### src/rtl/imm_enc_pkg.sv
package imm_enc_pkg;
  localparam int OP_W = 4;

  typedef enum logic [OP_W-1:0] {
    OP_ADD = 4'd0, OP_SUB = 4'd1,
    OP_ADC = 4'd2, OP_SBC = 4'd3,
    OP_AND = 4'd4, OP_BIC = 4'd5,
    OP_MOV = 4'd6, OP_MVN = 4'd7,
    OP_CMP = 4'd8, OP_CMN = 4'd9
  } dp_op_e;

  localparam logic [OP_W-1:0] OP_LAST = 4'd9;
endpackage

### src/rtl/rot_fit_search.sv
module rot_fit_search #(
  parameter int WORD_W = 32,
  parameter int IMM_W  = 8,
  parameter int ROT_W  = 4
) (
  input  logic [WORD_W-1:0] word_i,
  output logic              hit_o,
  output logic [IMM_W-1:0]  imm_o,
  output logic [ROT_W-1:0]  rot_o
);
  localparam int N_ROT = 1 << ROT_W;
  localparam int STEP  = WORD_W / N_ROT;

  logic [2*WORD_W-1:0] dbl;
  logic [N_ROT-1:0]    fit;
  logic [IMM_W-1:0]    cand [N_ROT];

  assign dbl = {word_i, word_i};

  // Each slot undoes one rotation: rotate left and require the high part clear.
  for (genvar r = 0; r < N_ROT; r++) begin : g_slot
    localparam int SH = r * STEP;
    logic [WORD_W-1:0] back;
    assign back    = dbl[2*WORD_W-1-SH -: WORD_W];
    assign fit[r]  = (back[WORD_W-1:IMM_W] == '0);
    assign cand[r] = back[IMM_W-1:0];
  end

  // Walk downward so the smallest fitting slot is the last one written.
  always_comb begin
    hit_o = 1'b0;
    imm_o = '0;
    rot_o = '0;
    for (int r = N_ROT - 1; r >= 0; r--) begin
      if (fit[r]) begin
        hit_o = 1'b1;
        imm_o = cand[r];
        rot_o = ROT_W'(r);
      end
    end
  end

  // a reported fit must expand back to the searched word
  logic [2*WORD_W-1:0] exp_dbl;
  logic [WORD_W-1:0]   expanded;
  always_comb begin
    exp_dbl  = {{(WORD_W-IMM_W){1'b0}}, imm_o, {(WORD_W-IMM_W){1'b0}}, imm_o};
    expanded = WORD_W'(exp_dbl >> (int'(rot_o) * STEP));
    if (hit_o) begin
      fit_expands_chk: assert (expanded == word_i)
        else $error("search result does not expand to input word");
    end
  end
endmodule

### src/rtl/op_pair_map.sv
module op_pair_map
  import imm_enc_pkg::*;
#(
  parameter int WORD_W = 32
) (
  input  logic [OP_W-1:0]   op_i,
  input  logic [WORD_W-1:0] word_i,
  output logic              known_o,
  output logic [OP_W-1:0]   partner_o,
  output logic [WORD_W-1:0] alt_o
);
  logic use_neg;

  assign known_o   = (op_i <= OP_LAST);
  assign partner_o = op_i ^ OP_W'(1);

  always_comb begin
    unique case (op_i)
      OP_ADD, OP_SUB, OP_CMP, OP_CMN: use_neg = 1'b1;
      default:                        use_neg = 1'b0;
    endcase
  end

  assign alt_o = use_neg ? (~word_i + WORD_W'(1)) : ~word_i;
endmodule

### src/rtl/imm_rot_encoder.sv
module imm_rot_encoder
  import imm_enc_pkg::*;
#(
  parameter int WORD_W = 32,
  parameter int IMM_W  = 8,
  parameter int ROT_W  = 4
) (
  input  logic              clk,
  input  logic              rst_n,
  input  logic              req_i,
  input  logic [OP_W-1:0]   op_i,
  input  logic [WORD_W-1:0] const_i,
  output logic              done_o,
  output logic              valid_o,
  output logic [OP_W-1:0]   op_o,
  output logic [IMM_W-1:0]  imm_o,
  output logic [ROT_W-1:0]  rot_o,
  output logic              subst_o
);
  localparam int STEP = WORD_W / (1 << ROT_W);

  // Reset asserts at once and releases on a clock edge.
  logic [1:0] rst_pipe;
  logic       rst_q_n;
  always_ff @(posedge clk or negedge rst_n) begin
    if (!rst_n) rst_pipe <= 2'b00;
    else        rst_pipe <= {rst_pipe[0], 1'b1};
  end
  assign rst_q_n = rst_pipe[1];

  logic              known;
  logic [OP_W-1:0]   partner;
  logic [WORD_W-1:0] alt_word;
  logic              hit_d, hit_a;
  logic [IMM_W-1:0]  imm_d, imm_a;
  logic [ROT_W-1:0]  rot_d, rot_a;

  op_pair_map #(.WORD_W(WORD_W)) u_map (
    .op_i(op_i), .word_i(const_i),
    .known_o(known), .partner_o(partner), .alt_o(alt_word)
  );

  rot_fit_search #(.WORD_W(WORD_W), .IMM_W(IMM_W), .ROT_W(ROT_W)) u_direct (
    .word_i(const_i), .hit_o(hit_d), .imm_o(imm_d), .rot_o(rot_d)
  );

  rot_fit_search #(.WORD_W(WORD_W), .IMM_W(IMM_W), .ROT_W(ROT_W)) u_alt (
    .word_i(alt_word), .hit_o(hit_a), .imm_o(imm_a), .rot_o(rot_a)
  );

  logic             valid_n, subst_n;
  logic [OP_W-1:0]  op_n;
  logic [IMM_W-1:0] imm_n;
  logic [ROT_W-1:0] rot_n;

  always_comb begin
    valid_n = 1'b0;
    subst_n = 1'b0;
    op_n    = '0;
    imm_n   = '0;
    rot_n   = '0;
    if (known && hit_d) begin
      valid_n = 1'b1;
      op_n    = op_i;
      imm_n   = imm_d;
      rot_n   = rot_d;
    end else if (known && hit_a) begin
      valid_n = 1'b1;
      subst_n = 1'b1;
      op_n    = partner;
      imm_n   = imm_a;
      rot_n   = rot_a;
    end
  end

  always_ff @(posedge clk or negedge rst_q_n) begin
    if (!rst_q_n) begin
      done_o  <= 1'b0;
      valid_o <= 1'b0;
      subst_o <= 1'b0;
      op_o    <= '0;
      imm_o   <= '0;
      rot_o   <= '0;
    end else begin
      done_o <= req_i;
      if (req_i) begin
        valid_o <= valid_n;
        subst_o <= subst_n;
        op_o    <= op_n;
        imm_o   <= imm_n;
        rot_o   <= rot_n;
      end
    end
  end


  done_follows_req_chk: assert property (@(posedge clk) disable iff (!rst_q_n)
    req_i |=> done_o);

  done_idle_chk: assert property (@(posedge clk) disable iff (!rst_q_n)
    !req_i |=> !done_o);

  hold_idle_chk: assert property (@(posedge clk) disable iff (!rst_q_n)
    !req_i |=> ($stable(valid_o) && $stable(op_o) && $stable(imm_o)
                && $stable(rot_o) && $stable(subst_o)));

  invalid_zero_chk: assert property (@(posedge clk) disable iff (!rst_q_n)
    !valid_o |-> (op_o == '0 && imm_o == '0 && rot_o == '0 && !subst_o));

  subst_partner_chk: assert property (@(posedge clk) disable iff (!rst_q_n)
    req_i |=> (!subst_o || op_o == ($past(op_i) ^ OP_W'(1))));

  bad_op_chk: assert property (@(posedge clk) disable iff (!rst_q_n)
    (req_i && op_i > OP_LAST) |=> !valid_o);


  logic [2*WORD_W-1:0] out_dbl;
  logic [WORD_W-1:0]   out_word;
  assign out_dbl  = {{(WORD_W-IMM_W){1'b0}}, imm_o, {(WORD_W-IMM_W){1'b0}}, imm_o};
  assign out_word = WORD_W'(out_dbl >> (int'(rot_o) * STEP));
  direct_expand_chk: assert property (@(posedge clk) disable iff (!rst_q_n)
    req_i |=> (!valid_o || subst_o || out_word == $past(const_i)));
endmodule

### config.mk
export PLATFORM = sky130hd
export DESIGN_NAME = imm_rot_encoder
export DESIGN_NICKNAME = d
export VERILOG_FILES = /design/src/rtl/imm_enc_pkg.sv /design/src/rtl/rot_fit_search.sv /design/src/rtl/op_pair_map.sv /design/src/rtl/imm_rot_encoder.sv
export SDC_FILE = /design/constraint.sdc
export NUM_CORES = 1
export LEC_CHECK = 0
export ABC_AREA = 1
export BUFFER_PORTS_ARGS = -buffer_cell sky130_fd_sc_hd__buf_2
export CORE_MARGIN = 10
export CORE_UTILIZATION = 40
export CTS_BUF_LIST = sky130_fd_sc_hd__clkbuf_2 sky130_fd_sc_hd__clkbuf_4 sky130_fd_sc_hd__clkbuf_8
export DETAILED_ROUTE_END_ITERATION = 16
export PLACE_DENSITY_LB_ADDON = 0.15
export SYNTH_ARGS = -nofsm -noshare
export SYNTH_HDL_FRONTEND = slang
export SYNTH_SLANG_ARGS = --single-unit
### constraint.sdc
create_clock -name clk -period 1.6 [get_ports clk]
set_input_delay 0.32 -clock clk [delete_from_list [all_inputs] [get_ports clk]]
set_output_delay 0.32 -clock clk [all_outputs]
set_load 0.03 [all_outputs]
# Word-level counts from Yosys, hierarchy flattened
# Cells that the tools add are included.
# word_totals
regBits	21
in_bits	39
output_inout_bits	19
elab_cells	157
# classes
addsub	1
n_lt_le_gt_ge	1
eq_ne	3
muxes	107
bitwise	2
n_reduce_logical	36
# op_table
cell	count
24-bit logical NOT	32
8-bit 2-to-1 mux	34
4-bit 2-to-1 mux	36
1-bit 2-to-1 mux	36
32-bit by 1-bit adder with 32-bit output, second input constant	1
32-bit 2-to-1 mux	1
32-bit inverter	1
4-bit equality test, second input constant	2
4-bit by 1-bit equality test with 1-bit output, second input constant	1
4-bit <= comparator, second input constant	1
4-bit logical NOT	1
4-bit OR reduction	1
1-bit logical AND	2
1-bit inverter	1

# Longest topological paths before layout
# Gate-level depths: netlist (run 1).
# logic_depth
word_depth	24
mapped_depth	35
mapped_depth_nobuf	34

# Modules after synthesis
# Synthesis (run 1) repeated with hierarchy kept, for this count alone.
# unflattened
cells_unflattened	1128
hier_area_um2	5833.1
# by_module_without_submodules
module	instances	cells_each	area_each_um2	seq_area_each_um2
rot_fit_search	2	365	1773.0	0.0
op_pair_map	1	245	1218.7	0.0
imm_rot_encoder	1	153	1068.5	525.5

# Worst setup path after synthesis (run 1)
# No wires, ideal clock.
# synth_timing
path_kind	input to register
start	input const_i[0]
end	register imm_o[5]
setup_time_ns	0.122
arrival_time_ns	2.856
required_time_ns	1.478
setup_slack_ns	-1.378
cell_stages	34
n_path_buf	1
path_cell_list	inv_2 ha_1 nand2_1 nor2_4 inv_2 nor2_8 nand3_2 nand2_2 nand2_2 inv_2 nand2_1 nor2_1 nand3_1 buf_2 o21ai_0 inv_1 nand2_1 nand2_1 nand2_1 nand2_1 nand2_1 nand2_1 nand2_1 nand2_1 nand2_1 nand2_1 nand2_1 nand2_1 nand2_1 nand2_1 nand2_1 nand2_1 nand2_1 a21oi_2
# synth_via
elab_chain_len	23
word_cells_on_any_way	99
classes_between	add/sub: 1; mux: 67; bitwise: 1; reduce/logical: 30
# synth_lines
item	line	source
start: declaration	imm_rot_encoder.sv:12	input logic [WORD_W-1:0] const_i,
32-bit inverter	op_pair_map.sv:24	assign alt_o = use_neg ? (~word_i + WORD_W'(1)) : ~word_i;
32-bit by 1-bit adder with 32-bit output	op_pair_map.sv:24	
32-bit 2-to-1 mux	op_pair_map.sv:24	
24-bit logical NOT	rot_fit_search.sv:25	assign fit[r] = (back[WORD_W-1:IMM_W] == '0);
1-bit 2-to-1 mux (16 in series)	rot_fit_search.sv:35	if (fit[r]) begin
1-bit logical AND	imm_rot_encoder.sv:67	end else if (known && hit_a) begin
8-bit 2-to-1 mux	imm_rot_encoder.sv:67	
8-bit 2-to-1 mux *	imm_rot_encoder.sv:62	if (known && hit_d) begin
end signal: assignment	imm_rot_encoder.sv:90	imm_o <= imm_n;
end: declaration	imm_rot_encoder.sv:16	output logic [IMM_W-1:0] imm_o,
# Every way passes the cells marked *; elsewhere a longest branch is shown, timed or not.
# A chain may end at the register's enable or synchronous reset.

# Final worst setup path (run 1)
# layout_timing
start	input const_i[10]
end	register imm_o[7]
# Same word-level chain as after synthesis.

==> out/qor.csv, run 1 <==
metric,value,unit
power share of the sequential group,27.8,%
Worst Path Max Fanout,6,
grt ovf,0,
drt via density,5.372,
clock buffer depth,2,
top cell type's share of synthesized area,21.39,%
Comb power frac,54.5,%
failing checks,negative setup slack,
Post-Synthesis Cells,1048,
CTS Buf Count,3,
area of the multi-input gates,5019,µm²
share of the core filled with cells,72.25,%
Routed wire per std cell,16.89,µm
drt pass-1 iters,6,
core area,13400,µm²
sw power,837.1,µW
synthesized area,5547,µm²
antenna diode count,0,
Compound-Gate Fraction of Synth Area,25.38,%
post-synth top area cell,nand2_1,
gr usage total,27.24,%
simple-gate share of the synthesized area,48.97,%
Worst Slack Setup Final,-1.622,ns
layout cells sized above 1,44.60,%
Slew HR,66.17,%
clock slew at reported path FFs,0.08,ns
antenna-violating nets left,0,
filler cell count,1213,
status,finished with violations,
Yosys cell types,45,
Post-Synthesis Net Count,1088,
max_cap viols,0,
final worst path period need,3.222,ns
Clk Tree Root Cell,clkbuf_8,
worst slew pin tran,0.5011,ns
Starting Density,41.39,%
DRC violations left,0,
CTS tree,built,
worst vdd ir,354.0,µV
DIE WIDTH,137.8,µm
via count,8761,
Pint,1.204,mW
setup violators final,18,
Pwr Density,210.8,nW/µm²
setup TNS,-27.31,ns
vias in the first global route,8155,
post-detail-place hpwl,21400,µm
Adder-Cell Fraction of Synth Area,0.2256,%
gp weighted congestion,1.052,
Critical Path Max Stage Delay,0.19,ns
DRT Wirelength,27560,µm
WS Path Type,input port to flip-flop,
Placement Setup Slack,-2.003,ns
post-synthesis xor/xnor area fraction,2.933,%
antenna violations before repair,0,
"top cells by area, synth","nand2_1, dfrtp_1, inv_1, o21ai_0, nor2_1",
most common library cells after synthesis,"nand2_1, inv_1, nor2_1, o21ai_0, a21oi_1",
f_max,310.4,MHz
Area Growth Syn to Fin,74.55,%
largest family of logic cells by synthesized area,simple AND/OR/NAND/NOR gates,
clock sink count,21,
chip height,137.8,µm
H-tree levels,1,
crit path DAT,3.42,ns
Tightest Hold Check Type,flip-flop to asynchronous set/reset pin,
Avg Inst Size Synth,5.293,µm²
Critical Path End Type,flip-flop,
clock share of power,17.7,%
"Seq/Total Area, Yosys",9.474,%
Worst Setup Start Kind,input port,
clock latency on the worst-skew pair,0.26,ns
Final Hold Vio Count,0,
port bufs,57,
register area,525.5,µm²
Max Slew Vio Count,0,
skew final,0.004081,ns
row count,42,
number of synthesized register bits,21,
final period utilization,201.3,%
Worst path slowest cell,nor2_4,
post-synthesis mux area share,0,%
die area,18980,µm²
Top Ports,58,
Leak,4.988,nW
first-pass GRT wire length,41510,µm
ys async rst share,100.0,%
largest net degree at the start of global routing,20,
violation count after the first detailed-route iteration,1032,
top-count cell post-synth,nand2_1,
WP data required,1.80,ns
Post-synth EDFFs,0,
Final nets,1496,
total chip power,2.041,mW
Net Sw Frac,41.01,%
CP dominant cell by count,nand2_1,
RSZ-0062 raised after global routing,true,
"Top FF cell, synth",dfrtp_1,
Ys Warns,0,
## per-stage QoR
| stage | hold WS [ns] | instance area [µm²] | instances |
|---|---|---|---|
| global route | 0.2474 | 9682 | 1631 |
| finish | 0.2019 | 9682 | 1631 |
| global placement | 0.1065 | 8324 | 1556 |
| CTS | 0.2095 | 9133 | 1600 |
| detailed placement | 0.1090 | 8324 | 1556 |
| floorplan | 0.02441 | 5663 | 1048 |
## power by group through the flow
stage | clock, mW | sequential [mW] | combinational [mW]
after CTS | 0.357 | 0.568 | 1.03
after floorplan | 0 | 0.628 | 0.308
after global routing | 0.388 | 0.570 | 1.17
final | 0.361 | 0.568 | 1.11
after detailed placement | 0 | 0.577 | 0.943
after global placement | 0 | 0.577 | 0.940
## flip-flops by register name, summed over array words and instances (netlist names)
register and flops:
valid_o 1, op_o 4, rst_pipe 2, rot_o 4, done_o 1, imm_o 8, subst_o 1
## layout by cell type, fill, tap and decap left out, types with 23 or more instances in the layout
cell	Yosys	layout
inv_1	133	127
nor2_4	19	45
buf_6	1	24
nand2_2	19	35
buf_2	4	46
nor2_1	98	70
a21oi_1	71	63
buf_4	0	336
inv_2	34	33
nand2_4	5	23
o21ai_0	88	75
nand3_1	63	42
nand2_1	316	282
## critical path, delay by kind of cell
kind	cells	cell delay [ns]
AO/OA/AOI/OAI	1	0.14
buffers and inverters	6	0.64
AND/OR/NAND/NOR	30	2.29
## worst paths after layout
check / cells after the start / endpoint / slack [ns] / startpoint
worst max-delay path: 37 / imm_o[7] / -1.62 / const_i[10]
worst min-delay path: 1 / imm_o[0] / 0.20 / rst_pipe[1]
worst max register to register: 2 / rot_o[3] / 0.86 / rot_o[3]
worst min register to register: 1 / imm_o[0] / 0.20 / rst_pipe[1]
max in group asynchronous: 2 / rst_pipe[1] / 1.14 / rst_n
min in group clk: 3 / op_o[2] / 0.31 / op_i[2]
## layer usage
metal,global-route usage [%],routed length (µm),vias to the layer above
li1,-,-,4255
met1,35.70,11510,4020
met2,45.05,12920,401
met3,2.840,1825,85
met4,10.02,1295,0
met5,0,0,-
## cells by family (layout without fill, tap and decap cells)
kind of cell,Yosys count,after routing
other,1,1
DFF,21,21
xor gates and xnor gates,16,16
AOI/OAI and AO/OA,242,242
adders and majority gates,1,1
buffers and inverters,188,592
and+or+nand+nor,579,582
## cell type report
cell class	instances	share of cell area, %
Multi-Input combinational cell	842	51.84
Timing Repair Buffer	416	33.03
Tap cell	176	2.274
Sequential cell	21	5.428
Inverter	172	6.953
Clock buffer	3	0.4265
Clock inverter	1	0.05169
## timing repair
item                       4_1_cts  5_1_grt
hold buffers                     1        0
setup endpoints to repair       18       18
cloned                           3        0
pin swaps                       71       64
resized for setup              136       76
hold endpoints to repair         2        0
buffers inserted                36       32
Note: power is estimated with default switching activity, not from simulation.
==> run 2, diff against run 1 <==
SKIP_LAST_GASP = 1   (was not set)
==> out/qor.csv, run 2 (synthesis gave the netlist of run 1 again) <==
metric,value,unit,change
core area,13400,µm²,unchanged
clock slew at reported path FFs,0.08,ns,about the same
grt ovf,0,,unchanged
Top Ports,58,,unchanged
Critical Path Max Stage Delay,0.21,ns,was 0.19 ns
Clk Tree Root Cell,clkbuf_8,,unchanged
most used routing layer,met2,,unchanged
max_cap viols,0,,unchanged
clock sink count,21,,unchanged
met3 Resource Use GR,2.440,%,was 2.840%
final worst path period need,3.227,ns,was 3.222 ns
Max Slew Vio Count,0,,unchanged
setup TNS,-28.11,ns,was -27.31 ns
failing checks,negative setup slack,,unchanged
post-detail-place hpwl,21400,µm,unchanged
layout cells sized above 1,44.60,%,about the same
most flop-heavy register,imm_o,,unchanged
Worst Setup Start Kind,input port,,unchanged
CTS Buf Count,3,,unchanged
Largest register FFs,8,,unchanged
antenna violations before repair,0,,unchanged
Slew HR,66.95,%,was 66.17%
violation count after the first detailed-route iteration,969,,was 1032
drt via density,5.376,,was 5.372
RSZ-0062 raised after global routing,true,,unchanged
met1 GRT Util,35.75,%,was 35.70%
gr usage total,27.08,%,was 27.24%
most frequent cells in the layout,"buf_4, nand2_1, inv_1, o21ai_0, nor2_1",,unchanged
setup violators final,18,,unchanged
chip height,137.8,µm,unchanged
WP data required,1.79,ns,was 1.80 ns
Worst Slack Setup Final,-1.627,ns,was -1.622 ns
DRT Wirelength,27280,µm,was 27560 µm
Tightest Hold Check Type,flip-flop to asynchronous set/reset pin,,unchanged
via count,8758,,was 8761
first-pass GRT wire length,41270,µm,was 41510 µm
H-tree levels,1,,unchanged
worst slew pin tran,0.4895,ns,was 0.5011 ns
Critical Path End Type,flip-flop,,unchanged
vias in the first global route,8115,,was 8155
Regs by FF count,"imm_o x8, op_o x4, rot_o x4",,unchanged
Final Hold Vio Count,0,,unchanged
f_max,309.9,MHz,was 310.4 MHz
CP dominant cell by count,nand2_1,,unchanged
Worst path slowest cell,nor2_4,,unchanged
clock buffer depth,2,,unchanged
worst vdd ir,352.8,µV,was 354.0 µV
antenna-violating nets left,0,,unchanged
status,finished with violations,,unchanged
"commonest non-fill, non-tap cell in the layout",buf_4,,unchanged
drt pass-1 iters,5,,was 6
Worst Path Max Fanout,6,,unchanged
Starting Density,41.39,%,unchanged
antenna diode count,0,,unchanged
clock latency on the worst-skew pair,0.26,ns,about the same
largest net degree at the start of global routing,20,,unchanged
met2 usage in global routing,44.76,%,was 45.05%
port bufs,57,,unchanged
WS Path Type,input port to flip-flop,,unchanged
die area,18980,µm²,unchanged
total chip power,2.031,mW,was 2.041 mW
crit path DAT,3.42,ns,about the same
Final nets,1494,,was 1496
final period utilization,201.7,%,was 201.3%
Routed wire per std cell,16.75,µm,was 16.89 µm
Area Growth Syn to Fin,73.74,%,was 74.55%
gp weighted congestion,1.052,,unchanged
row count,42,,unchanged
filler cell count,1217,,was 1213
Pwr Density,210.8,nW/µm²,about the same
DIE WIDTH,137.8,µm,unchanged
skew final,0.002561,ns,was 0.004081 ns
DRC violations left,0,,unchanged
Leak,4.972,nW,was 4.988 nW
CTS tree,built,,unchanged
## run 2: changes by cell type in the layout (fill, tap and decap cells not counted), moves of 2 or more
cell     previous run  this run
nand3_1            42        44
inv_2              33        31
buf_6              24        28
buf_4             336       332
nand2_1           282       278
nand2_2            35        41
## run 2: worst max-delay path: cells and delay by family
family                 cells  cell delay [ns]
AO/OA/AOI/OAI              1             0.14
AND/OR/NAND/NOR           30             2.42
buffers and inverters      5             0.52
## run 2: metal layers
layer | vias up | share of wire [%] | routed length, µm
met4 | 0 | 4.8 | 1307
met2 | 405 | 47 | 12800
met5 | - | 0 | 0
met3 | 75 | 5.9 | 1615
li1 | 4248 | - | -
met1 | 4030 | 42 | 11560
## run 2: final cells by class
cell class                 instances  area [µm²]  area share, %
clock buffer                       3       41.29         0.4285
clock inverter                     1       5.005        0.05193
inverter                         172       675.6          7.011
multi-input combinational        842        4991          51.79
sequential                        21       525.5          5.453
tap                              176       220.2          2.285
timing repair buffer             414        3178          32.98
## run 2: where the power goes
| group | total [mW] | internal, mW | switching, mW |
|---|---|---|---|
| clock | 0.355 | 0.174 | 0.181 |
| sequential | 0.567 | 0.555 | 0.0128 |
| combinational | 1.11 | 0.475 | 0.634 |
## run 2: worst paths after layout
check,start,to,slack [ns],cells after the start
setup / recovery,const_i[7],imm_o[7],-1.63,36
hold / removal,rst_pipe[1],imm_o[0],0.20,1
setup reg to reg,rot_o[3],rot_o[3],0.86,2
hold reg to reg,rst_pipe[1],imm_o[0],0.20,1
max in group asynchronous,rst_n,rst_pipe[1],1.13,2
min in group clk,op_i[2],op_o[2],0.31,3
## run 2: metrics by stage
stage	util (%)	instances	cell area (µm²)	setup WS, ns	hold slack [ns]
3_5_place_dp	62.12	1556	8324	-2.003	0.1090
2_1_floorplan	-	1048	5663	-1.188	0.02441
3_3_place_gp	62.12	1556	8324	-2.029	0.1065
4_1_cts	67.96	1600	9106	-1.462	0.2095
5_1_grt	71.91	1629	9637	-1.878	0.2489
6_report	71.91	1629	9637	-1.627	0.2012
## run 2: what timing repair did
item | in CTS | in global routing
hold buffers | 1 | 0
gates resized for setup | 127 | 84
endpoints found under the setup margin | 18 | 18
pin swaps | 71 | 71
buffers inserted | 36 | 29
cloned | 3 | 0
endpoints found under the hold margin | 2 | 0
